<file path="config.mk">
export PLATFORM = sky130hd
export DESIGN_NAME = sht_trigger
export DESIGN_NICKNAME = d
export VERILOG_FILES = /design/src/rtl/sht_pkg.sv /design/src/rtl/sht_sampler.sv /design/src/rtl/sht_setup_tracker.sv /design/src/rtl/sht_hold_window.sv /design/src/rtl/sht_trigger.sv
export SDC_FILE = /design/constraint.sdc
export NUM_CORES = 1
export LEC_CHECK = 0
export ABC_CLOCK_PERIOD_IN_PS = 3900
export BUFFER_PORTS_ARGS = -buffer_cell sky130_fd_sc_hd__buf_2
export CAP_MARGIN = 20
export CORE_ASPECT_RATIO = 1.75
export CORE_MARGIN = 2
export CORE_UTILIZATION = 30
export DETAILED_ROUTE_END_ITERATION = 8
export RECOVER_POWER = 25
export SLEW_MARGIN = 25
export SYNTH_ARGS = -nofsm -noshare
export SYNTH_HDL_FRONTEND = slang
export SYNTH_SLANG_ARGS = --single-unit
export TNS_END_PERCENT = 50
</file>
<file path="constraint.sdc">
create_clock -name clk -period 3.9 [get_ports clk]
set_input_delay 0.78 -clock clk [delete_from_list [all_inputs] [get_ports clk]]
set_output_delay 0.78 -clock clk [all_outputs]
set_load 0.05 [all_outputs]
</file>
<file path="src/rtl/sht_pkg.sv">
package sht_pkg;

   // encoding of the counted data transitions
   typedef enum logic [1:0] {
      DM_NONE = 2'b00,
      DM_RISE = 2'b01,
      DM_FALL = 2'b10,
      DM_BOTH = 2'b11
   } dmode_e;

   // true when the step from prev to cur is a transition the mode counts
   function automatic logic step_counts(input logic prev, input logic cur, input dmode_e m);
      logic up, dn;
      up = ~prev & cur;
      dn = prev & ~cur;
      unique case (m)
         DM_RISE: return up;
         DM_FALL: return dn;
         DM_BOTH: return up | dn;
         default: return 1'b0;
      endcase
   endfunction

endpackage

</file>
<file path="src/rtl/sht_sampler.sv">
module sht_sampler #(
   parameter int W     = 3,
   parameter int DEPTH = 1
) (
   input  logic         clk,
   input  logic         rst_n,
   input  logic [W-1:0] din,
   output logic [W-1:0] cur,
   output logic [W-1:0] prev,
   output logic         primed
);

   logic [DEPTH:0] vld_q;

   generate
      if (DEPTH == 1) begin : g_single
         logic [W-1:0] stg_q;
         always_ff @(posedge clk) begin
            if (!rst_n) stg_q <= '0;
            else        stg_q <= din;
         end
         assign cur = stg_q;
      end else begin : g_chain
         logic [W-1:0] stg_q [DEPTH];
         always_ff @(posedge clk) begin
            if (!rst_n) begin
               for (int i = 0; i < DEPTH; i++) stg_q[i] <= '0;
            end else begin
               stg_q[0] <= din;
               for (int i = 1; i < DEPTH; i++) stg_q[i] <= stg_q[i-1];
            end
         end
         assign cur = stg_q[DEPTH-1];
      end
   endgenerate

   always_ff @(posedge clk) begin
      if (!rst_n) begin
         prev  <= '0;
         vld_q <= '0;
      end else begin
         prev  <= cur;
         vld_q <= {vld_q[DEPTH-1:0], 1'b1};
      end
   end

   // both cur and prev hold real samples once the marker reaches the end
   assign primed = vld_q[DEPTH];

endmodule

</file>
<file path="src/rtl/sht_setup_tracker.sv">
module sht_setup_tracker #(
   parameter int CW = 8
) (
   input  logic        clk,
   input  logic        rst_n,
   input  logic        dat_edge,
   input  logic        clk_edge,
   input  logic [CW-1:0] setup_len,
   output logic [CW:0] since_q,
   output logic        setup_hit
);

   localparam logic [CW:0] SAT = '1;

   // one extra bit so the saturated value exceeds any setup length
   always_ff @(posedge clk) begin
      if (!rst_n)              since_q <= SAT;
      else if (dat_edge)       since_q <= {{CW{1'b0}}, 1'b1};
      else if (since_q != SAT) since_q <= since_q + 1'b1;
   end

   // coincident data transition or one within the setup distance
   assign setup_hit = clk_edge & (dat_edge | (since_q <= {1'b0, setup_len}));

endmodule

</file>
<file path="src/rtl/sht_hold_window.sv">
module sht_hold_window #(
   parameter int CW = 8
) (
   input  logic          clk,
   input  logic          rst_n,
   input  logic          clk_edge,
   input  logic          dat_edge,
   input  logic [CW-1:0] hold_len,
   output logic [CW-1:0] hold_q,
   output logic          hold_hit
);

   always_ff @(posedge clk) begin
      if (!rst_n)           hold_q <= '0;
      else if (clk_edge)    hold_q <= hold_len;
      else if (hold_q != 0) hold_q <= hold_q - 1'b1;
   end

   assign hold_hit = dat_edge & (hold_q != '0);

endmodule

</file>
<file path="src/rtl/sht_trigger.sv">
module sht_trigger
   import sht_pkg::*;
#(
   parameter int CW         = 8,
   parameter int SYNC_DEPTH = 1
) (
   input  logic          clk,
   input  logic          rst_n,
   input  logic          line_clk_i,
   input  logic          line_dat_i,
   input  logic          qual_i,
   input  logic          clk_fall_i,
   input  logic [1:0]    dat_mode_i,
   input  logic [CW-1:0] setup_len_i,
   input  logic [CW-1:0] hold_len_i,
   input  logic          qual_en_i,
   input  logic          qual_lvl_i,
   output logic          trig_o
);

   localparam int LANES  = 3;
   localparam int L_CLK  = 0;
   localparam int L_DAT  = 1;
   localparam int L_QUAL = 2;

   generate
      if (CW < 1)         begin : g_bad_cw   $error("sht_trigger: CW must be at least 1"); end
      if (SYNC_DEPTH < 1) begin : g_bad_sync $error("sht_trigger: SYNC_DEPTH must be at least 1"); end
   endgenerate

   logic [LANES-1:0] cur, prev;
   logic             primed;
   logic             clk_edge, dat_edge, qual_ok;
   logic [CW:0]      since_q;
   logic [CW-1:0]    hold_q;
   logic             setup_hit, hold_hit;
   logic             fire, fired_q;

   sht_sampler #(.W(LANES), .DEPTH(SYNC_DEPTH)) u_smp (
      .clk    (clk),
      .rst_n  (rst_n),
      .din    ({qual_i, line_dat_i, line_clk_i}),
      .cur    (cur),
      .prev   (prev),
      .primed (primed)
   );

   always_comb begin
      clk_edge = primed & (clk_fall_i ? (prev[L_CLK] & ~cur[L_CLK])
                                      : (~prev[L_CLK] & cur[L_CLK]));
      dat_edge = primed & step_counts(prev[L_DAT], cur[L_DAT], dmode_e'(dat_mode_i));
      qual_ok  = ~qual_en_i | (cur[L_QUAL] == qual_lvl_i);
   end

   sht_setup_tracker #(.CW(CW)) u_setup (
      .clk       (clk),
      .rst_n     (rst_n),
      .dat_edge  (dat_edge),
      .clk_edge  (clk_edge),
      .setup_len (setup_len_i),
      .since_q   (since_q),
      .setup_hit (setup_hit)
   );

   sht_hold_window #(.CW(CW)) u_hold (
      .clk      (clk),
      .rst_n    (rst_n),
      .clk_edge (clk_edge),
      .dat_edge (dat_edge),
      .hold_len (hold_len_i),
      .hold_q   (hold_q),
      .hold_hit (hold_hit)
   );

   // a clock transition starts a fresh report slot; hold hits use the slot once
   always_comb begin
      if (clk_edge) fire = qual_ok & setup_hit;
      else          fire = qual_ok & hold_hit & ~fired_q;
   end

   always_ff @(posedge clk) begin
      if (!rst_n) begin
         fired_q <= 1'b0;
         trig_o  <= 1'b0;
      end else begin
         fired_q <= clk_edge ? fire : (fired_q | fire);
         trig_o  <= fire;
      end
   end

endmodule

</file>
# Word level (Yosys, flattened, before mapping)
# Cells that the tools add are included.
[word_totals]
reg_bits = 26
latchBits = 0
mem_bits_rw = 0
mem_bits_ro = 0
inputBits = 26
output_inout_bits = 1
mem_count = 0
[op_classes]
add_sub_neg = 2
mul = 0
n_div = 0
magnitude_cmp = 1
eq_ne = 5
shifts = 0
muxes = 9
bitwise_logic = 22
n_reduce_logical = 4
[ops]
columns = ["cell", "count"]
rows = [
  ["$mux 9", 2],
  ["$mux 8", 2],
  ["$and 1x1->1", 11],
  ["$add 9x1->9 const B", 1],
  ["$le 9x8->1", 1],
  ["$ne 9x9->1 const B", 1],
  ["$reduce_bool 8->1", 1],
  ["$sub 8x1->8 const B", 1],
  ["$not 1->1", 7],
  ["$eq 2x2->1 const B", 2],
  ["$mux 1", 4],
  ["$or 1x1->1", 4],
  ["$reduce_bool 2->1", 2],
  ["$pmux 1 s3", 1],
  ["$eq 2x1->1 const B", 1],
  ["$reduce_or 2->1", 1],
  ["$eq 1x1->1", 1],
]

# Longest topological paths before layout
[depth]
ltp_word = 11
mapped_depth = 9

# Hierarchy
# From an unflattened synthesis, not the netlist that was laid out.
[hier_totals]
hier_cells = 166
hier_area_um2 = 1488.9
[by_module_without_submodules]
columns = ["module", "instances", "cells_per_inst", "area_per_inst_um2"]
rows = [
  ["sht_setup_tracker", 1, 72, 638.1],
  ["sht_hold_window", 1, 54, 456.7],
  ["sht_sampler", 1, 15, 203.9],
  ["sht_trigger", 1, 25, 190.2],
]

# Worst setup path before layout
# Ideal clock, no wire load.
[synth_timing]
kind = "in2reg"
startpoint = "input setup_len_i[7]"
endpoint = "register fired_q"
arrival_time_ps = 2093
required_time_ps = 3814
path_slack_ps = 1721
path_stages = 7
n_path_buf = 0
path_cell_list = "inv_1 ha_1 a211oi_2 nand2_1 a2111oi_4 o31ai_1 a211oi_1"
[synth_via]
elab_chain_len = 7
[synth_rtl]
columns = ["item", "line", "rtl"]
rows = [
  ["start, declared", "sht_trigger.sv:14", "input logic [CW-1:0] setup_len_i,"],
  ["$le 9x8->1 (*)", "sht_setup_tracker.sv:23", "assign setup_hit = clk_edge & (dat_edge | (since_q <= {1'b0, setup_len}));"],
  ["$or 1x1->1 (*)", "sht_setup_tracker.sv:23", ""],
  ["$and 1x1->1 (*)", "sht_setup_tracker.sv:23", ""],
  ["$and 1x1->1 (*)", "sht_trigger.sv:77", "if (clk_edge) fire = qual_ok & setup_hit;"],
  ["$mux 1 (*)", "sht_trigger.sv:77", ""],
  ["$or 1x1->1", "sht_trigger.sv:86", "fired_q <= clk_edge ? fire : (fired_q | fire);"],
  ["$mux 1 (*)", "sht_trigger.sv:86", ""],
  ["end signal, assigned", "sht_trigger.sv:86", ""],
  ["end, declared", "sht_trigger.sv:37", "logic fire, fired_q;"],
]
# Every way passes the cells marked *; elsewhere a longest branch is shown, timed or not.
# A chain may end at the register's enable or synchronous reset.

# Final worst setup path
# Same ends and word-level chain as after synthesis.

==> results.txt <==
----------------------------------------------------
[Status]
  Status ... finished, final reports clean

[Worst setup path]
  Dominant delay contributor by cell family on the critical path ... compound AO/OA/AOI/OAI gates
  Worst Reg-to-Reg Cells ... 6
  Total number of cells along the worst setup path ... 8
  CP Capture Point ... fired_q$_SDFF_PN0_
  CP Cell Sequence ... buf_2 -> inv_1 -> ha_1 -> a211oi_2 -> nand2_1 -> a2111oi_4 -> o31ai_1 -> a211oi_1
  R2R Path Start ... u_hold.hold_q[0]$_SDFFE_PN0P_
  Critical path startpoint ... setup_len_i[7]
  Cell with the largest stage delay on the worst path ... sky130_fd_sc_hd__a2111oi_4
  Top fanout value on the critical path ... 3
  Required time of the worst setup path ... 4.08 ns
  Terminus of the critical flop-to-flop path ... fired_q$_SDFF_PN0_
  Max stage delay on crit path ... 0.34 ns
  Worst Path Class, Setup ... in -> reg
  Worst Setup Start Kind ... input pin
  Endpoint type of the worst setup path ... register
  Worst Path Buf+Inv ... 2
  Setup slack, reg-to-reg ... 1.93 ns
  Worst EP arrival ... 2.25 ns

[Layout]
  Storage cell area ... approximately 520 µm²
  N_diodes ... 0
  Final standard cell utilization of the core ... a little under two fifths
  Count of placed standard cells in the final layout, fillers left out ... 246
  Number of fillers in the final layout ... 499
  Final layout net count ... 235
  Multi-input gate area in the final layout ... 863 µm²
  Ratio of cells with drive above 1 in the final layout ... 18.6%
  Signed area change from the synthesized netlist to the final layout ... 18.2%

[Timing]
  Final setup violating endpoints ... 0
  Maximum clock skew at final layout ... approximately 0.0046 ns
  Unrepaired setup endpoints after global routing ... no
  Share of the clock period used by the worst path ... 53.1%
  Worst hold-check slack ... 0.451 ns
  Hold Vio Cnt, Final ... 0
  Maximum clock rate ... 483 MHz
  Setup Total Neg Slack ... 0 ns
  Slew @ Worst Pin ... 0.624 ns
  Post-layout min period ... 2.07 ns
  Final critical-path setup slack ... 1.83 ns
  Max-slew violation count ... 0
  Worst-case headroom to the max-slew limit ... 58.3%

[Yosys]
  Post-Synthesis Cell Area ... 0.00145 mm²
  Seq cells post-synth ... 26
  Top-area cell type share of the netlist area ... 35.8%
  Fraction of synthesis flops using an asynchronous set or reset pin ... 0%
  Post-synth net total ... 206
  Cell type with the highest aggregate area in the netlist ... sky130_fd_sc_hd__dfxtp_1
  Unique cell type count in the Yosys netlist ... 36
  Gate count of the mapped netlist ... around 170
  Primary FF master, synth ... sky130_fd_sc_hd__dfxtp_1
  Most common cell in the netlist ... sky130_fd_sc_hd__dfxtp_1
  Total of warnings raised by yosys ... 0
  Post-synth EDFFs ... 0
  Sequential share of the synthesized area ... 35.8%
  Largest cells by area after synthesis ... sky130_fd_sc_hd__dfxtp_1 (36%), sky130_fd_sc_hd__ha_1 (12%), sky130_fd_sc_hd__nand2_1 (4.4%)
  Commonest cells in the synthesized netlist ... sky130_fd_sc_hd__dfxtp_1 (26), sky130_fd_sc_hd__nand2_1 (17), sky130_fd_sc_hd__ha_1 (14), sky130_fd_sc_hd__inv_1 (13), sky130_fd_sc_hd__o21ai_0 (12)
  Post-Syn Area per Cell ... 8.75 µm²

[Clocking]
  Number of setup buffers added after CTS ... 0
  Number of clock sinks ... 26
  Clock latency reported for the late side of the worst-skew pair ... 0.27 ns
  Number of gates resized after CTS ... 0
  Clock root buffer ... sky130_fd_sc_hd__clkbuf_8
  Maximum root-to-sink buffer count ... 2
  TritonCTS buffer count ... 3
  Count of hold buffers inserted by post-cts repair ... 0
  H-tree levels ... 1
  Clock tree from TritonCTS ... built
  Clock Pin Slew Worst Setup and Hold Paths ... 0.09 ns

[Detailed routing]
  Number of DRC violations after detailed routing ... 0
  Antenna-violating nets left ... 0
  Total Wirelength ... around 3000 µm
  Detailed-route via count ... 1217
  Number of optimization iterations in the first detailed-route pass ... 4
  WL per Instance ... 12.3 µm
  Count of routing violations after the opening detailed-route iteration ... 11
  Ratio of routed vias to standard cells ... 4.95

[Die]
  Die height ... roughly 96 µm
  CORE AREA ... 0.00467 mm²
  I/O Pins ... 27
  Number of core rows ... 33
  Die width ... 56.6 µm
  Starting Density ... 31.1%
  Total die area ... 0.00544 mm²

[Global routing]
  Total congestion overflow ... 0
  Number of antenna violations at the first check in global routing ... 0
  Total routing usage reported by global routing ... 12.1%
  Vias in the first global route ... 1243
  First-pass GRT wire length ... 5250 µm
  Maximum number of pins on one net before global-route repair ... 18

[Power and ir drop]
  Int Power ... 750 µW
  P per Cell Area ... 698 mW/mm²
  Net load switching power ... 449 µW
  Proportion of power drawn by flip-flops and latches ... ~36%
  Switching Share ... a little under two fifths
  Peak supply drop ... 0.392 mV
  Proportion of power drawn by the clock network ... 18.4%
  Standby leakage power ... 0.000739 µW
  Proportion of power drawn by combinational gates ... 45.3%

[Placed design]
  Port bufs ... 26
  Weighted congestion reported at the end of routability-driven placement ... 0.804
  Placed instance count ... 242
  Post-DP HPWL ... 2500 µm
  Place WS ... 1.54 ns

[Min path]
  Min-delay worst type ... reg -> reg
  Worst Min Path Start ... u_smp.vld_q[0]$_DFF_P_

[Run]
  Max-cap violations ... 0

----------------------------------------------------
## state kept, by name, indices dropped and copies added (netlist names)
register,count
u_setup.since_q,9
u_hold.hold_q,8
fired_q,1
u_smp.prev,2
trig_o,1
u_smp.cur,3
u_smp.vld_q,2
## power by group through the flow
| stage | Combinational (µW) | Clock, µW | Sequential (µW) |
|---|---|---|---|
| 2_1_floorplan | 456 | 0 | 416 |
| 3_3_place_gp | 542 | 0 | 444 |
| 3_5_place_dp | 552 | 0 | 441 |
| 4_1_cts | 552 | 227 | 437 |
| 5_1_grt | 626 | 237 | 448 |
| 6_report | 542 | 220 | 436 |
## per-stage QoR
step           total power [µW]  area, µm²
3_3_place_gp                986       1650
4_1_cts                    1220       1720
6_report                   1200       1720
3_5_place_dp                993       1650
2_1_floorplan               872       1450
5_1_grt                    1310       1720
## worst min path at each step
stage,cells past startpoint,end
floorplan,1,u_smp.vld_q[1]$_SDFF_PN0_
global placement,1,u_smp.vld_q[1]$_SDFF_PN0_
detailed placement,1,u_smp.vld_q[1]$_SDFF_PN0_
CTS,1,u_smp.vld_q[1]$_SDFF_PN0_
global route,1,u_smp.vld_q[1]$_SDFF_PN0_
finish,1,u_smp.vld_q[1]$_SDFF_PN0_
## layout make-up
| cell class | instances | area share, % |
|---|---|---|
| clock buffers | 3 | 2.41 |
| repair buffers | 28 | 8.38 |
| clock inverters | 1 | 1.75 |
| inverters | 14 | 3.06 |
| well taps | 52 | 3.79 |
| flip-flops and latches | 26 | 30.3 |
| multi-input cells | 122 | 50.3 |
## routing by layer
layer	vias up	global-route usage (%)	share of wire [%]
li1	636	-	-
met1	553	12.6	41
met2	24	23.5	54
met3	4	1.48	3.0
met4	0	5.75	1.9
met5	-	0	0
## cells in the final DEF (no fill, tap or decap), drive strengths merged
cell	count
nor3b	2
nand4b	2
nor4	1
xor2	5
o31ai	2
clkbuf	4
nor2b	3
a2111oi	1
a21oi	9
inv	13
buf	27
a211oi	5
nand3	5
and3b	1
ha	14
or3	3
nand2	18
xnor2	6
o211ai	1
mux2i	4
o22ai	1
and2	5
a311oi	2
a21boi	1
o21a	1
dfxtp	26
clkinv	1
o21ai	13
bufinv	1
nand3b	1
nand4	3
nor3	2
nor2	11
## kinds of logic after synthesis
group	share of synthesized area, %
compound gates	17.1
xor+xnor	6.63
fa+ha+maj	12.1
buf+inv	4.74
flops	35.8
mux	2.76
simple gates	20.9
## worst register-to-register path, cell delays in order, from the launching register on
cell and delay, ns:
sky130_fd_sc_hd__dfxtp_1 0.33, sky130_fd_sc_hd__inv_1 0.11, sky130_fd_sc_hd__ha_1 0.17, sky130_fd_sc_hd__nor3b_1 0.53, sky130_fd_sc_hd__nand2_1 0.30, sky130_fd_sc_hd__a311oi_1 0.32
sky130_fd_sc_hd__a211oi_1 0.08
No activity file was read; power rests on OpenSTA's default activity.
